===== src/rtl/kstream_pkg.sv =====
package kstream_pkg;

  localparam int R1_LEN = 19;
  localparam int R2_LEN = 22;
  localparam int R3_LEN = 23;

  localparam logic [R1_LEN-1:0] R1_TAPS = 19'h72000;   // 13,16,17,18
  localparam logic [R2_LEN-1:0] R2_TAPS = 22'h300000;  // 20,21
  localparam logic [R3_LEN-1:0] R3_TAPS = 23'h700080;  // 7,20,21,22

  localparam int R1_CTL = 8;
  localparam int R2_CTL = 10;
  localparam int R3_CTL = 10;

  localparam int N_REGS = 3;

  typedef enum logic [2:0] {
    PH_IDLE,
    PH_LOAD,
    PH_MIX,
    PH_RUN,
    PH_FIN
  } phase_e;

endpackage


===== src/rtl/kstream_lfsr.sv =====
module kstream_lfsr #(
  parameter int             LEN     = 19,
  parameter logic [LEN-1:0] TAPS    = '0,
  parameter int             CTL_BIT = 8
) (
  input  logic           clk_i,
  input  logic           rst_ni,
  input  logic           clear_i,
  input  logic           step_i,
  input  logic           in_bit_i,
  output logic [LEN-1:0] state_o,
  output logic           ctl_o,
  output logic           msb_nxt_o
);

  logic [LEN-1:0] state_q;
  logic           fb;

  assign fb = (^(state_q & TAPS)) ^ in_bit_i;

  always_ff @(posedge clk_i or negedge rst_ni) begin
    if (!rst_ni) begin
      state_q <= '0;
    end else if (clear_i) begin
      state_q <= '0;
    end else if (step_i) begin
      state_q <= {state_q[LEN-2:0], fb};
    end
  end

  assign state_o   = state_q;
  assign ctl_o     = state_q[CTL_BIT];
  assign msb_nxt_o = step_i ? state_q[LEN-2] : state_q[LEN-1];

endmodule


===== src/rtl/kstream_clk_ctl.sv =====
module kstream_clk_ctl
  import kstream_pkg::*;
#(
  parameter int N = N_REGS
) (
  input  logic         load_i,
  input  logic         vote_i,
  input  logic [N-1:0] ctl_i,
  output logic [N-1:0] step_o
);

  localparam int HALF = N / 2 + 1;

  logic maj;
  assign maj = ($countones(ctl_i) >= HALF);

  for (genvar i = 0; i < N; i++) begin : g_lane
    always_comb begin
      if (load_i)      step_o[i] = 1'b1;
      else if (vote_i) step_o[i] = (ctl_i[i] == maj);
      else             step_o[i] = 1'b0;
    end
  end

endmodule


===== src/rtl/kstream_seq.sv =====
module kstream_seq
  import kstream_pkg::*;
#(
  parameter int KEY_W   = 64,
  parameter int FRAME_W = 22,
  parameter int MIX_LEN = 100,
  parameter int RUN_LEN = 228
) (
  input  logic               clk_i,
  input  logic               rst_ni,
  input  logic               start_i,
  input  logic [KEY_W-1:0]   key_i,
  input  logic [FRAME_W-1:0] frame_i,
  output phase_e             phase_o,
  output logic               clear_o,
  output logic               load_bit_o,
  output logic               done_o
);

  localparam int LOAD_LEN = KEY_W + FRAME_W;
  localparam int MAX_A    = (LOAD_LEN > MIX_LEN) ? LOAD_LEN : MIX_LEN;
  localparam int MAX_LEN  = (MAX_A > RUN_LEN) ? MAX_A : RUN_LEN;
  localparam int CNT_W    = $clog2(MAX_LEN);

  phase_e              phase_q;
  logic [CNT_W-1:0]    cnt_q;
  logic [LOAD_LEN-1:0] sh_q;
  logic                done_q;
  logic [CNT_W-1:0]    lim;
  logic                at_lim;

  always_comb begin
    case (phase_q)
      PH_LOAD: lim = CNT_W'(LOAD_LEN - 1);
      PH_MIX:  lim = CNT_W'(MIX_LEN - 1);
      default: lim = CNT_W'(RUN_LEN - 1);
    endcase
  end

  assign at_lim = (cnt_q == lim);

  always_ff @(posedge clk_i or negedge rst_ni) begin
    if (!rst_ni) begin
      phase_q <= PH_IDLE;
      cnt_q   <= '0;
      sh_q    <= '0;
      done_q  <= 1'b0;
    end else begin
      case (phase_q)
        PH_IDLE: if (start_i) begin
          phase_q <= PH_LOAD;
          cnt_q   <= '0;
          sh_q    <= {frame_i, key_i};
          done_q  <= 1'b0;
        end
        PH_LOAD: begin
          sh_q <= sh_q >> 1;
          if (at_lim) begin
            phase_q <= PH_MIX;
            cnt_q   <= '0;
          end else begin
            cnt_q <= cnt_q + 1'b1;
          end
        end
        PH_MIX: begin
          if (at_lim) begin
            phase_q <= PH_RUN;
            cnt_q   <= '0;
          end else begin
            cnt_q <= cnt_q + 1'b1;
          end
        end
        PH_RUN: begin
          if (at_lim) begin
            phase_q <= PH_FIN;
            cnt_q   <= '0;
          end else begin
            cnt_q <= cnt_q + 1'b1;
          end
        end
        PH_FIN: begin
          phase_q <= PH_IDLE;
          done_q  <= 1'b1;
        end
        default: phase_q <= PH_IDLE;
      endcase
    end
  end

  assign phase_o    = phase_q;
  assign clear_o    = (phase_q == PH_IDLE) && start_i;
  assign load_bit_o = (phase_q == PH_LOAD) && sh_q[0];
  assign done_o     = done_q;

endmodule


===== src/rtl/kstream_gen.sv =====
module kstream_gen
  import kstream_pkg::*;
#(
  parameter int KEY_W   = 64,
  parameter int FRAME_W = 22,
  parameter int MIX_LEN = 100,
  parameter int RUN_LEN = 228
) (
  input  logic               clk_i,
  input  logic               rst_ni,
  input  logic               start_i,
  input  logic [KEY_W-1:0]   key_i,
  input  logic [FRAME_W-1:0] frame_i,
  output logic               ks_o,
  output logic               ks_valid_o,
  output logic               done_o
);

  phase_e              phase;
  logic                clear;
  logic                load_bit;
  logic [N_REGS-1:0]   ctl;
  logic [N_REGS-1:0]   step_en;
  logic [N_REGS-1:0]   msb_nxt;
  logic [R1_LEN-1:0]   r1_state;
  logic [R2_LEN-1:0]   r2_state;
  logic [R3_LEN-1:0]   r3_state;
  logic                vote;
  logic                ks_q;
  logic                valid_q;

  kstream_seq #(
    .KEY_W  (KEY_W),
    .FRAME_W(FRAME_W),
    .MIX_LEN(MIX_LEN),
    .RUN_LEN(RUN_LEN)
  ) u_seq (
    .clk_i     (clk_i),
    .rst_ni    (rst_ni),
    .start_i   (start_i),
    .key_i     (key_i),
    .frame_i   (frame_i),
    .phase_o   (phase),
    .clear_o   (clear),
    .load_bit_o(load_bit),
    .done_o    (done_o)
  );

  assign vote = (phase == PH_MIX) || (phase == PH_RUN);

  kstream_clk_ctl #(.N(N_REGS)) u_ctl (
    .load_i(phase == PH_LOAD),
    .vote_i(vote),
    .ctl_i (ctl),
    .step_o(step_en)
  );

  kstream_lfsr #(.LEN(R1_LEN), .TAPS(R1_TAPS), .CTL_BIT(R1_CTL)) u_r1 (
    .clk_i    (clk_i),
    .rst_ni   (rst_ni),
    .clear_i  (clear),
    .step_i   (step_en[0]),
    .in_bit_i (load_bit),
    .state_o  (r1_state),
    .ctl_o    (ctl[0]),
    .msb_nxt_o(msb_nxt[0])
  );

  kstream_lfsr #(.LEN(R2_LEN), .TAPS(R2_TAPS), .CTL_BIT(R2_CTL)) u_r2 (
    .clk_i    (clk_i),
    .rst_ni   (rst_ni),
    .clear_i  (clear),
    .step_i   (step_en[1]),
    .in_bit_i (load_bit),
    .state_o  (r2_state),
    .ctl_o    (ctl[1]),
    .msb_nxt_o(msb_nxt[1])
  );

  kstream_lfsr #(.LEN(R3_LEN), .TAPS(R3_TAPS), .CTL_BIT(R3_CTL)) u_r3 (
    .clk_i    (clk_i),
    .rst_ni   (rst_ni),
    .clear_i  (clear),
    .step_i   (step_en[2]),
    .in_bit_i (load_bit),
    .state_o  (r3_state),
    .ctl_o    (ctl[2]),
    .msb_nxt_o(msb_nxt[2])
  );

  // output registered from post-step MSBs
  always_ff @(posedge clk_i or negedge rst_ni) begin
    if (!rst_ni) begin
      valid_q <= 1'b0;
      ks_q    <= 1'b0;
    end else begin
      valid_q <= (phase == PH_RUN);
      ks_q    <= (phase == PH_RUN) && (^msb_nxt);
    end
  end

  assign ks_o       = ks_q;
  assign ks_valid_o = valid_q;

endmodule


===== config.mk =====
export PLATFORM = sky130hd
export DESIGN_NAME = kstream_gen
export DESIGN_NICKNAME = d
export VERILOG_FILES = /design/src/rtl/kstream_pkg.sv /design/src/rtl/kstream_lfsr.sv /design/src/rtl/kstream_clk_ctl.sv /design/src/rtl/kstream_seq.sv /design/src/rtl/kstream_gen.sv
export SDC_FILE = /design/constraint.sdc
export NUM_CORES = 1
export LEC_CHECK = 0
export ABC_AREA = 1
export BUFFER_PORTS_ARGS = -buffer_cell sky130_fd_sc_hd__buf_2
export CORE_MARGIN = 1
export CORE_UTILIZATION = 63
export CTS_CLUSTER_DIAMETER = 120
export DETAILED_ROUTE_END_ITERATION = 10
export PLACE_DENSITY = 0.85
export SYNTH_ARGS = -nofsm -noshare
export SYNTH_HDL_FRONTEND = slang
export SYNTH_HIERARCHICAL = 1
export SYNTH_SLANG_ARGS = --single-unit

===== constraint.sdc =====
create_clock -name clk_i -period 4.3 [get_ports clk_i]
set_clock_uncertainty 0.05 [all_clocks]
set_input_delay 0.43 -clock clk_i [delete_from_list [all_inputs] [get_ports clk_i]]
set_output_delay 0.43 -clock clk_i [all_outputs]
set_load 0.005 [all_outputs]

==> out/qor.txt, run 1 <==
Status - finished, final reports clean
Non-filler cells in the finished layout - 1,088
Pin count of the biggest net entering global routing - 106
TritonCTS buffer count - 17
Pwr/cell area - 732.5 nW/um2
Setup violators final - 0
P&R area growth vs syn - 12.67%
Post-synthesis area per instance - 8.987 um2
Cell leakage power - 3.763 nW
Final Hold Fails - 0
CTS Buffer Depth - 2
Mapped cell area - 7711 um2
Final Util - 0.7264
Worst Reg-to-Reg Cells - 6
Crit path DAT - 2.87 ns
Synth Warn # - 6
I/O pin cnt - 92
Worst stage delay on the critical path - 0.62 ns
Initial antenna violation count - 2
Post-Route WL - 15,210 um
Top cell family by delay on the critical path - simple AND/OR/NAND/NOR gates
Cells after DPL - 1,056
CP startpoint kind - flip-flop
Cts hold-fix bufs - 0
Skew-Pair Late Insertion Delay - 0.42 ns
Core ar. - 11,960 um2
Starting DRT DRC Count - 412
Residual DRC - 0
Worst slew pin tran - 0.9321 ns
Clock power share - 0.241
Layout cells sized above 1 - 0.2149
DR WL/cell - 13.98 um
Worst Path Max Fanout - 46
Gp weighted congestion - 0.7741
Crit path top cell by count - inv_1
Switching portion of total power - 0.4024
Die H - 112.6 um
Post-CTS Resized - 0
Vias - 5,960
Total Routing Usage GR - 0.2630
Setup TNS - 0 ns
CP bufs+invs - 2
MaxCap Viol Count - 0
RSZ-0062 raised after global routing - no
Worst hold path class - in2async
Root buffer cell - clkbuf_16
First-pass GRT wire length - 26,340 um
Vias in the first global route - 5,735
Total power - 0.006365 W
Via-to-Cell Ratio - 5.478
Worst path required time - 4.52 ns
Min cycle time layout - 2.648 ns
DIE AREA - 12,690 um2
Sink Count - 164
Fin crit share - 0.6159
Combinational share of power - 0.390
TritonCTS clock tree - built
Final worst slack - 1.652 ns
Initial Util - 0.6447
Slew headroom - 0.3786
Die W - 112.6 um
Critical path's slowest cell - nand2_1
Clock slew at reported path FFs - 0.06 ns
Syn Inst Count - 858
Max VDD drop - 0.0004041 V
WP depth - 6
CP Capture Type - flip-flop
Htree depth - 4
Worst Path Class, Setup - reg2reg
CP Cell Sequence - nor2_4, nand3_4, inv_1, inv_1, nand2_1, o22ai_1
GR Overflow Total - 0
Sw power - 0.002561 W
Filler Cell Count - 855
Port Buffer Count - 91
FMAX - 377.6 MHz
HPWL Detailed - 9577 um
Core Rows - 40
Pre-CTS setup slack - 1.688 ns
Fin nets - 1,019
Multi-input logic area - 2915 um2
Pint - 0.003803 W
Setup Buffers After CTS - 0
Drt pass-1 iters - 4
Routed Antenna Nets - 0
Power share of the sequential group - 0.369
Register area - 4104 um2
Mapped Nets - 949
Pins Over Slew Limit - 0
==> metal layers <==
layer  track usage  vias to the layer above  share of wire
met4       0.09956                        2          0.023
li1              -                     2941              -
met1        0.3522                     2849           0.45
met5             0                        -        0.00079
met2        0.4189                      139           0.48
met3       0.06371                       29          0.044
==> cells in the final DEF (no fill, tap or decap), drive strengths merged, types with 5 or more instances in the layout <==
master	count
clkbuf	19
nor2	182
o21ai	15
nand2	77
buf	97
clkinv	5
nor3	171
dfrtp	164
nand3	33
o22ai	57
inv	97
==> sequential cells by signal, indices dropped and copies added, names as in the netlist <==
| signal | count |
|---|---|
| u_r1/state_o | 19 |
| u_seq/cnt_q | 8 |
| u_seq/phase_o | 3 |
| u_seq/done_o | 1 |
| ks_valid_o | 1 |
| u_r2/state_o | 22 |
| ks_o | 1 |
| u_r3/state_o | 23 |
| u_seq/sh_q | 86 |
==> power groups by stage <==
stage | Combinational [W] | Sequential [W] | Clock, W
after floorplan | 0.00227 | 0.00228 | 0
after global routing | 0.00280 | 0.00241 | 0.00164
after global placement | 0.00240 | 0.00234 | 0
after detailed placement | 0.00247 | 0.00236 | 0
final | 0.00248 | 0.00235 | 0.00154
after CTS | 0.00249 | 0.00235 | 0.00157
==> cell type report <==
type,count,area share
Timing Repair Buffer,97,0.05832
Clock inverter,12,0.01800
Inverter,97,0.04219
Antenna cell,1,0.0002880
Clock buffer,19,0.05213
Tap cell,147,0.02117
Sequential cell,164,0.4724
Multi-Input combinational cell,551,0.3355
==> worst register-to-register path, delay by kind of cell, from the launching register on <==
| kind | cells | cell delay [ns] |
|---|---|---|
| simple gates | 3 | 1.22 |
| flops | 1 | 0.50 |
| compound gates | 1 | 0.19 |
| buf+inv | 2 | 0.53 |
==> metrics by stage <==
step	hold WS, ns	instance area [um2]
final	0.08161	8688
after detailed placement	0.4306	8077
after global placement	0.4196	8077
after CTS	0.1068	8686
after global routing	0.1587	8688
after floorplan	0.08441	7711
==> final timing paths <==
kind | from | to | slack (ns)
hold / removal | rst_ni | u_seq/sh_q[48]$_DFFE_PN0P_ | 0.08
setup reg to reg | u_seq/phase_o[0]$_DFFE_PN0P_ | u_r2/state_o[2]$_DFFE_PN0P_ | 1.65
min in group clk_i | key_i[33] | u_seq/sh_q[33]$_DFFE_PN0P_ | 0.21
max in group asynchronous | rst_ni | u_seq/phase_o[1]$_DFFE_PN0P_ | 3.15
hold reg to reg | u_r2/state_o[0]$_DFFE_PN0P_ | u_r2/state_o[1]$_DFFE_PN0P_ | 0.45
setup / recovery | u_seq/phase_o[0]$_DFFE_PN0P_ | u_r2/state_o[2]$_DFFE_PN0P_ | 1.65
Note: power is estimated with default switching activity, not from simulation.
==> run 2, diff against run 1 <==
--- a/config.mk
+++ b/config.mk
@@ -8,10 +8,10 @@
 export ABC_AREA = 1
 export BUFFER_PORTS_ARGS = -buffer_cell sky130_fd_sc_hd__buf_2
 export CORE_MARGIN = 1
-export CORE_UTILIZATION = 63
+export CORE_UTILIZATION = 53
 export CTS_CLUSTER_DIAMETER = 120
 export DETAILED_ROUTE_END_ITERATION = 10
-export PLACE_DENSITY = 0.85
+export PLACE_DENSITY = 0.77
 export SYNTH_ARGS = -nofsm -noshare
 export SYNTH_HDL_FRONTEND = slang
 export SYNTH_HIERARCHICAL = 1
==> constraint.sdc (replaced) <==
create_clock -name clk_i -period 2.2 [get_ports clk_i]
set_clock_uncertainty 0.05 [all_clocks]
set_input_delay 0.22 -clock clk_i [delete_from_list [all_inputs] [get_ports clk_i]]
set_output_delay 0.22 -clock clk_i [all_outputs]
set_load 0.005 [all_outputs]
==> run 2 against run 1 <==
  * The run now ends with hold timing left
  * Sequential cell count unchanged
  * Die area rose by 19%
  * Power grew 98%
  * Non-clock buffer count grew 17
  * Count of clock-buffer cells in the layout increased by 5
  * Setup slack worse by 1.4 ns
==> out/qor.txt, run 2 (same netlist as run 1, synthesis figures left out) <==
DIE AREA - 15,040 um2 (+19%)
Filler Cell Count - 1,151 (+35%)
Min cycle time layout - 1.943 ns (-0.7050 ns)
Clock slew at reported path FFs - 0.06 ns (about the same)
Initial Util - 0.5491 (-0.09553)
Pwr/cell area - 1416 nW/um2 (+93%)
Post-DP Area - 8235 um2 (+2.0%)
Status - finished, violations left
Routed Antenna Nets - 0 (unchanged)
Residual DRC - 0 (unchanged)
Layout cells sized above 1 - 0.2161 (+0.001182)
Diodes inserted - 0 (-1)
CP Capture Type - flip-flop
Flop-to-flop setup slack - 0.26 ns (-1.39 ns)
Vias - 5,967 (+0.12%)
First-pass GRT wire length - 26,570 um (+0.84%)
Core ar. - 14,040 um2 (+17%)
Post-Route WL - 15,510 um (+1.9%)
Most frequent cells in the layout - 178 x nor2_1, 164 x dfrtp_1, 128 x nor3_1, 90 x buf_2, 89 x inv_1
CP startpoint kind - flip-flop
Worst Path Class, Setup - reg2reg
GR Overflow Total - 0 (unchanged)
Die W - 122.6 um (+8.9%)
Worst path required time - 2.48 ns (-2.04 ns)
Skew-Pair Late Insertion Delay - 0.43 ns (about the same)
P&R area growth vs syn - 15.61%
Setup violators final - 0 (unchanged)
Crit path DAT - 2.22 ns (-0.65 ns)
RSZ-0062 raised after global routing - no
Vias in the first global route - 5,716 (-0.33%)
Sink Count - 164 (unchanged)
Htree depth - 4 (unchanged)
FMAX - 514.6 MHz (+36%)
Port Buffer Count - 91 (unchanged)
Total Routing Usage GR - 0.2251 (-0.03781)
Core Rows - 43 (+7.5%)
Worst Path Max Fanout - 46 (unchanged)
CTS Buffer Depth - 2 (unchanged)
Final Hold Fails - 1 (+1)
Setup TNS - 0 ns (unchanged)
Initial antenna violation count - 1 (-1)
Fin nets - 1,036 (+1.7%)
Cells after DPL - 1,098 (+4.0%)
Worst hold path class - in2reg
DR WL/cell - 13.63 um (-2.5%)
Via-to-Cell Ratio - 5.243 (-4.3%)
Drt pass-1 iters - 5 (+1)
Most common cell after layout, fill and taps aside - nor2_1
Failing checks - hold timing
Top reg by flops - u_seq/sh_q
MaxCap Viol Count - 0 (unchanged)
I/O pin cnt - 92 (unchanged)
Gp weighted congestion - 0.7619 (-1.6%)
Root buffer cell - clkbuf_16
Hold WS - -0.001320 ns (-0.08293 ns)
Fin crit share - 0.8833 (+0.2674)
TritonCTS buffer count - 17 (unchanged)
Worst slew pin tran - 0.4874 ns (-0.4447 ns)
Final Instance Area - 8915 um2 (+2.6%)
Slew headroom - 0.6751 (+0.2965)
Pin count of the biggest net entering global routing - 55 (-48%)
Starting DRT DRC Count - 499 (+21%)
Total power - 0.01263 W (+98%)
Pins Over Slew Limit - 0 (unchanged)
HPWL Detailed - 9898 um (+3.4%)
Non-filler cells in the finished layout - 1,138 (+4.6%)
Die H - 122.6 um (+8.9%)
Max VDD drop - 0.0008789 V (+120%)
Flip-flop count of the largest register after layout - 86 (unchanged)
TritonCTS clock tree - built
Cell leakage power - 3.856 nW (+2.5%)
-- run 2: final timing paths --
path	start	end	cells past startpoint
min in group asynchronous	rst_ni	u_r1/state_o[4]$_DFFE_PN0P_	2
hold / removal	key_i[43]	u_seq/sh_q[43]$_DFFE_PN0P_	3
hold reg to reg	u_r1/state_o[0]$_DFFE_PN0P_	u_r1/state_o[0]$_DFFE_PN0P_	2
setup reg to reg	u_seq/phase_o[1]$_DFFE_PN0P_	u_seq/sh_q[20]$_DFFE_PN0P_	6
setup / recovery	u_seq/phase_o[1]$_DFFE_PN0P_	u_seq/sh_q[20]$_DFFE_PN0P_	6
max in group asynchronous	rst_ni	u_seq/sh_q[71]$_DFFE_PN0P_	3
-- run 2: through the flow --
| stage | util | setup slack [ns] |
|---|---|---|
| floorplan | - | 0.2741 |
| global placement | 0.5865 | 0.2761 |
| detailed placement | 0.5865 | 0.1644 |
| CTS | 0.6346 | 0.08972 |
| global route | 0.6349 | 0.09489 |
| finish | 0.6349 | 0.2566 |
-- run 2: per-layer routing --
layer,track usage,wire length (um),up-vias
met1,0.3122,7248,2835
li1,-,-,2982
met5,0,0,-
met3,0.06784,950,13
met2,0.3399,7144,137
met4,0.06936,163,0
-- run 2: timing repair --
action,CTS,global route
gates resized for setup,0,1
setup endpoints to repair,0,14
setup buffers,0,0
hold buffers,8,0
endpoints found under the hold margin,51,0
-- run 2: cell type report --
cell class                      count  area [um2]  area share
Tap cell                          180       225.2     0.02526
Clock inverter                      8       123.9     0.01389
Sequential cell                   164        4104      0.4604
Clock buffer                       24       471.7     0.05291
Timing Repair Buffer              114       708.2     0.07944
Multi-Input combinational cell    551        2915      0.3270
Inverter                           97       366.6     0.04112
-- run 2: worst max-delay path, stage by stage, from the launching register on --
cell	delay, ns
dfrtp_1	0.47
inv_2	0.12
nand3_4	0.09
buf_4	0.41
buf_6	0.39
nor3_1	0.11
nor3_1	0.20
-- run 2: report_power, final --
| part | internal, W | switching (W) | leakage [nW] |
|---|---|---|---|
| Sequential | 0.00403 | 0.000540 | 1.98 |
| Combinational | 0.00175 | 0.00331 | 1.59 |
| Clock | 0.00185 | 0.00114 | 0.285 |
==> run 3, diff against run 2 <==
--- a/config.mk
+++ b/config.mk
@@ -7,10 +7,10 @@
 export LEC_CHECK = 0
 export ABC_AREA = 1
 export BUFFER_PORTS_ARGS = -buffer_cell sky130_fd_sc_hd__buf_2
-export CORE_MARGIN = 1
 export CORE_UTILIZATION = 53
 export CTS_CLUSTER_DIAMETER = 120
 export DETAILED_ROUTE_END_ITERATION = 10
+export HOLD_SLACK_MARGIN = 0.02
 export PLACE_DENSITY = 0.77
 export SYNTH_ARGS = -nofsm -noshare
 export SYNTH_HDL_FRONTEND = slang
==> constraint.sdc (replaced) <==
create_clock -name clk_i -period 2.2 [get_ports clk_i]
set_clock_uncertainty 0.05 [all_clocks]
set_input_delay 0.22 -clock clk_i [delete_from_list [all_inputs] [get_ports clk_i]]
set_output_delay 0.22 -clock clk_i [all_outputs]
set_load 0.02 [all_outputs]
==> run 3 against run 2 <==
  * Critical path depth stayed put
  * Setup slack worse by 0.0059 ns
  * Critical path type unchanged
  * Sequential power barely moved
  * Non-clock buffer count grew 23
  * Highest routed layer unchanged
  * Global-route usage rose by 0.76 points
  * Sequential cell count unchanged
  * Design area increased by 2.6%
  * Combinational power is 2% higher
  * Register-to-register slack about the same
  * Power grew 0.66%
  * Largest cell class unchanged
  * Worst hold slack gained 0.016 ns
  * Die area stayed put
  * The run now ends clean
==> out/qor.txt, run 3 (same netlist as run 1, synthesis figures left out) <==
Final Instance Area - 9145 um2 (+2.6%)
Sink Count - 164 (unchanged)
Htree depth - 4 (unchanged)
Filler Cell Count - 1,117 (-3.0%)
Core ar. - 14,040 um2 (unchanged)
MaxCap Viol Count - 0 (unchanged)
Setup Buffers After CTS - 0 (unchanged)
Fin nets - 1,059 (+2.2%)
GR Overflow Total - 0 (unchanged)
Worst Reg-to-Reg Cells - 6 (unchanged)
Pwr/cell area - 1390 nW/um2 (-1.9%)
Final Hold Fails - 0 (-1)
P&R area growth vs syn - 18.59%
Starting DRT DRC Count - 462 (-7.4%)
Initial Util - 0.5491 (unchanged)
Initial antenna violation count - 1 (unchanged)
Fin crit share - 0.8860 (+0.002672)
Most frequent cells in the layout - 178 x nor2_1, 164 x dfrtp_1, 128 x nor3_1, 90 x buf_2, 89 x inv_1
Skew-Pair Late Insertion Delay - 0.43 ns (about the same)
Diodes inserted - 0 (unchanged)
HPWL Detailed - 9898 um (unchanged)
Routed Antenna Nets - 0 (unchanged)
Worst slew pin tran - 0.4966 ns (+0.009212 ns)
Port Buffer Count - 91 (unchanged)
Min cycle time layout - 1.949 ns (+0.005879 ns)
CP Cell Sequence - inv_2, nand3_4, buf_4, buf_6, nor3_1, nor3_1
CP startpoint kind - flip-flop
Residual DRC - 0 (unchanged)
Total Routing Usage GR - 0.2327 (+0.007586)
Status - finished, final reports clean
First-pass GRT wire length - 27,380 um (+3.1%)
CP Capture Type - flip-flop
Root buffer cell - clkbuf_16
Hold path start - key_i[31]
Setup TNS - 0 ns (unchanged)
Max VDD drop - 0.0008760 V (-0.34%)
Worst hold path class - in2reg
Critical path's slowest cell - dfrtp_1
I/O pin cnt - 92 (unchanged)
Hold path endpoint - u_seq/sh_q[31]$_DFFE_PN0P_
Final Util - 0.6513 (+0.01640)
RSZ-0062 raised after global routing - no
Core Rows - 43 (unchanged)
Vias - 6,076 (+1.8%)
Gp weighted congestion - 0.7619 (unchanged)
Pin count of the biggest net entering global routing - 55 (unchanged)
Worst path required time - 2.48 ns (about the same)
Total power - 0.01271 W (+0.66%)
Setup violators final - 0 (unchanged)
Worst Path Max Fanout - 46 (unchanged)
Reg2Reg Launch Point - u_seq/phase_o[1]$_DFFE_PN0P_
Worst Path Class, Setup - reg2reg
Cell leakage power - 3.953 nW (+2.5%)
Most common cell after layout, fill and taps aside - nor2_1
DIE AREA - 15,040 um2 (unchanged)
FMAX - 513.0 MHz (-0.30%)
Worst stage delay on the critical path - 0.47 ns (about the same)
CTS Buffer Depth - 2 (unchanged)
Post-Route WL - 16,140 um (+4.1%)
Layout cells sized above 1 - 0.2110 (-0.005066)
Flip-flop count of the largest register after layout - 86 (unchanged)
Drt pass-1 iters - 5 (unchanged)
TritonCTS buffer count - 17 (unchanged)
Crit path top cell by count - nor3_1
TritonCTS clock tree - built
Flop-to-flop setup slack - 0.25 ns (about the same)
Via-to-Cell Ratio - 5.233 (-0.19%)
Vias in the first global route - 5,854 (+2.4%)
Reg2reg end - u_seq/sh_q[20]$_DFFE_PN0P_
Pins Over Slew Limit - 0 (unchanged)
Worst hold path depth - 3 (unchanged)
Crit path DAT - 2.23 ns (about the same)
Slew headroom - 0.6689 (-0.006141)
Die H - 122.6 um (unchanged)
DR WL/cell - 13.90 um (+2.0%)
Top reg by flops - u_seq/sh_q
Post-DP Area - 8235 um2 (unchanged)
Die W - 122.6 um (unchanged)
Clock slew at reported path FFs - 0.06 ns (about the same)
## run 3: cell types whose count changed in the layout (fill, tap and decap cells not counted)
cell and delta:
dlygate4sd3_1 +23
## run 3: cell type report
type                    count  area [um2]  area share
multi-input cells         551        2915      0.3188
repair buffers            137       938.4      0.1026
clock inverters             8       123.9     0.01354
clock buffers              24       471.7     0.05158
flip-flops and latches    164        4104      0.4488
inverters                  97       366.6     0.04009
well taps                 180       225.2     0.02463
## run 3: timing repair
item,CTS,global route
hold buffers,31,0
gates resized for setup,0,1
setup endpoints to repair,0,12
hold endpoints to repair,74,0
## run 3: worst max path at each step
| stage | startpoint | endpoint | slack, ns | cells past startpoint |
|---|---|---|---|---|
| 4_1_cts | u_seq/phase_o[1]$_DFFE_PN0P_ | u_seq/sh_q[20]$_DFFE_PN0P_ | 0.09 | 6 |
| 3_5_place_dp | u_seq/phase_o[1]$_DFFE_PN0P_ | u_seq/sh_q[20]$_DFFE_PN0P_ | 0.16 | 6 |
| 2_1_floorplan | u_seq/phase_o[2]$_DFFE_PN0P_ | u_r3/state_o[0]$_DFFE_PN0P_ | 0.27 | 12 |
| 5_1_grt | u_seq/phase_o[1]$_DFFE_PN0P_ | u_seq/sh_q[20]$_DFFE_PN0P_ | 0.10 | 6 |
| 6_report | u_seq/phase_o[1]$_DFFE_PN0P_ | u_seq/sh_q[20]$_DFFE_PN0P_ | 0.25 | 6 |
| 3_3_place_gp | u_seq/phase_o[1]$_DFFE_PN0P_ | u_seq/sh_q[17]$_DFFE_PN0P_ | 0.28 | 6 |
## run 3: through the flow
stage	instances	hold slack, ns	worst slack, ns
floorplan	858	-0.1256	0.2741
global placement	1098	0.1336	0.2761
detailed placement	1098	0.1344	0.1644
CTS	1161	0.02080	0.08972
global route	1161	0.02805	0.1008
finish	1161	0.01431	0.2508
## run 3: layer usage
layer	part of all wire	GRT usage	wire length [um]	vias up
met2	0.47	0.3529	7570	151
met3	0.060	0.06877	970	17
met1	0.46	0.3198	7385	2885
li1	-	-	-	3023
met4	0.013	0.07774	211	0
met5	0	0	0	-
## run 3: worst max-delay path: cells and delay by family (launching register included)
family / cells / cell delay, ns
buf+inv: 3 / 0.93
flops: 1 / 0.47
simple gates: 3 / 0.39
## run 3: report_power, final
part	internal [W]	total, W	switching [W]
clock	0.00185	0.00299	0.00115
combinational	0.00178	0.00514	0.00336
sequential	0.00403	0.00458	0.000548
total	0.00766	0.0127	0.00505
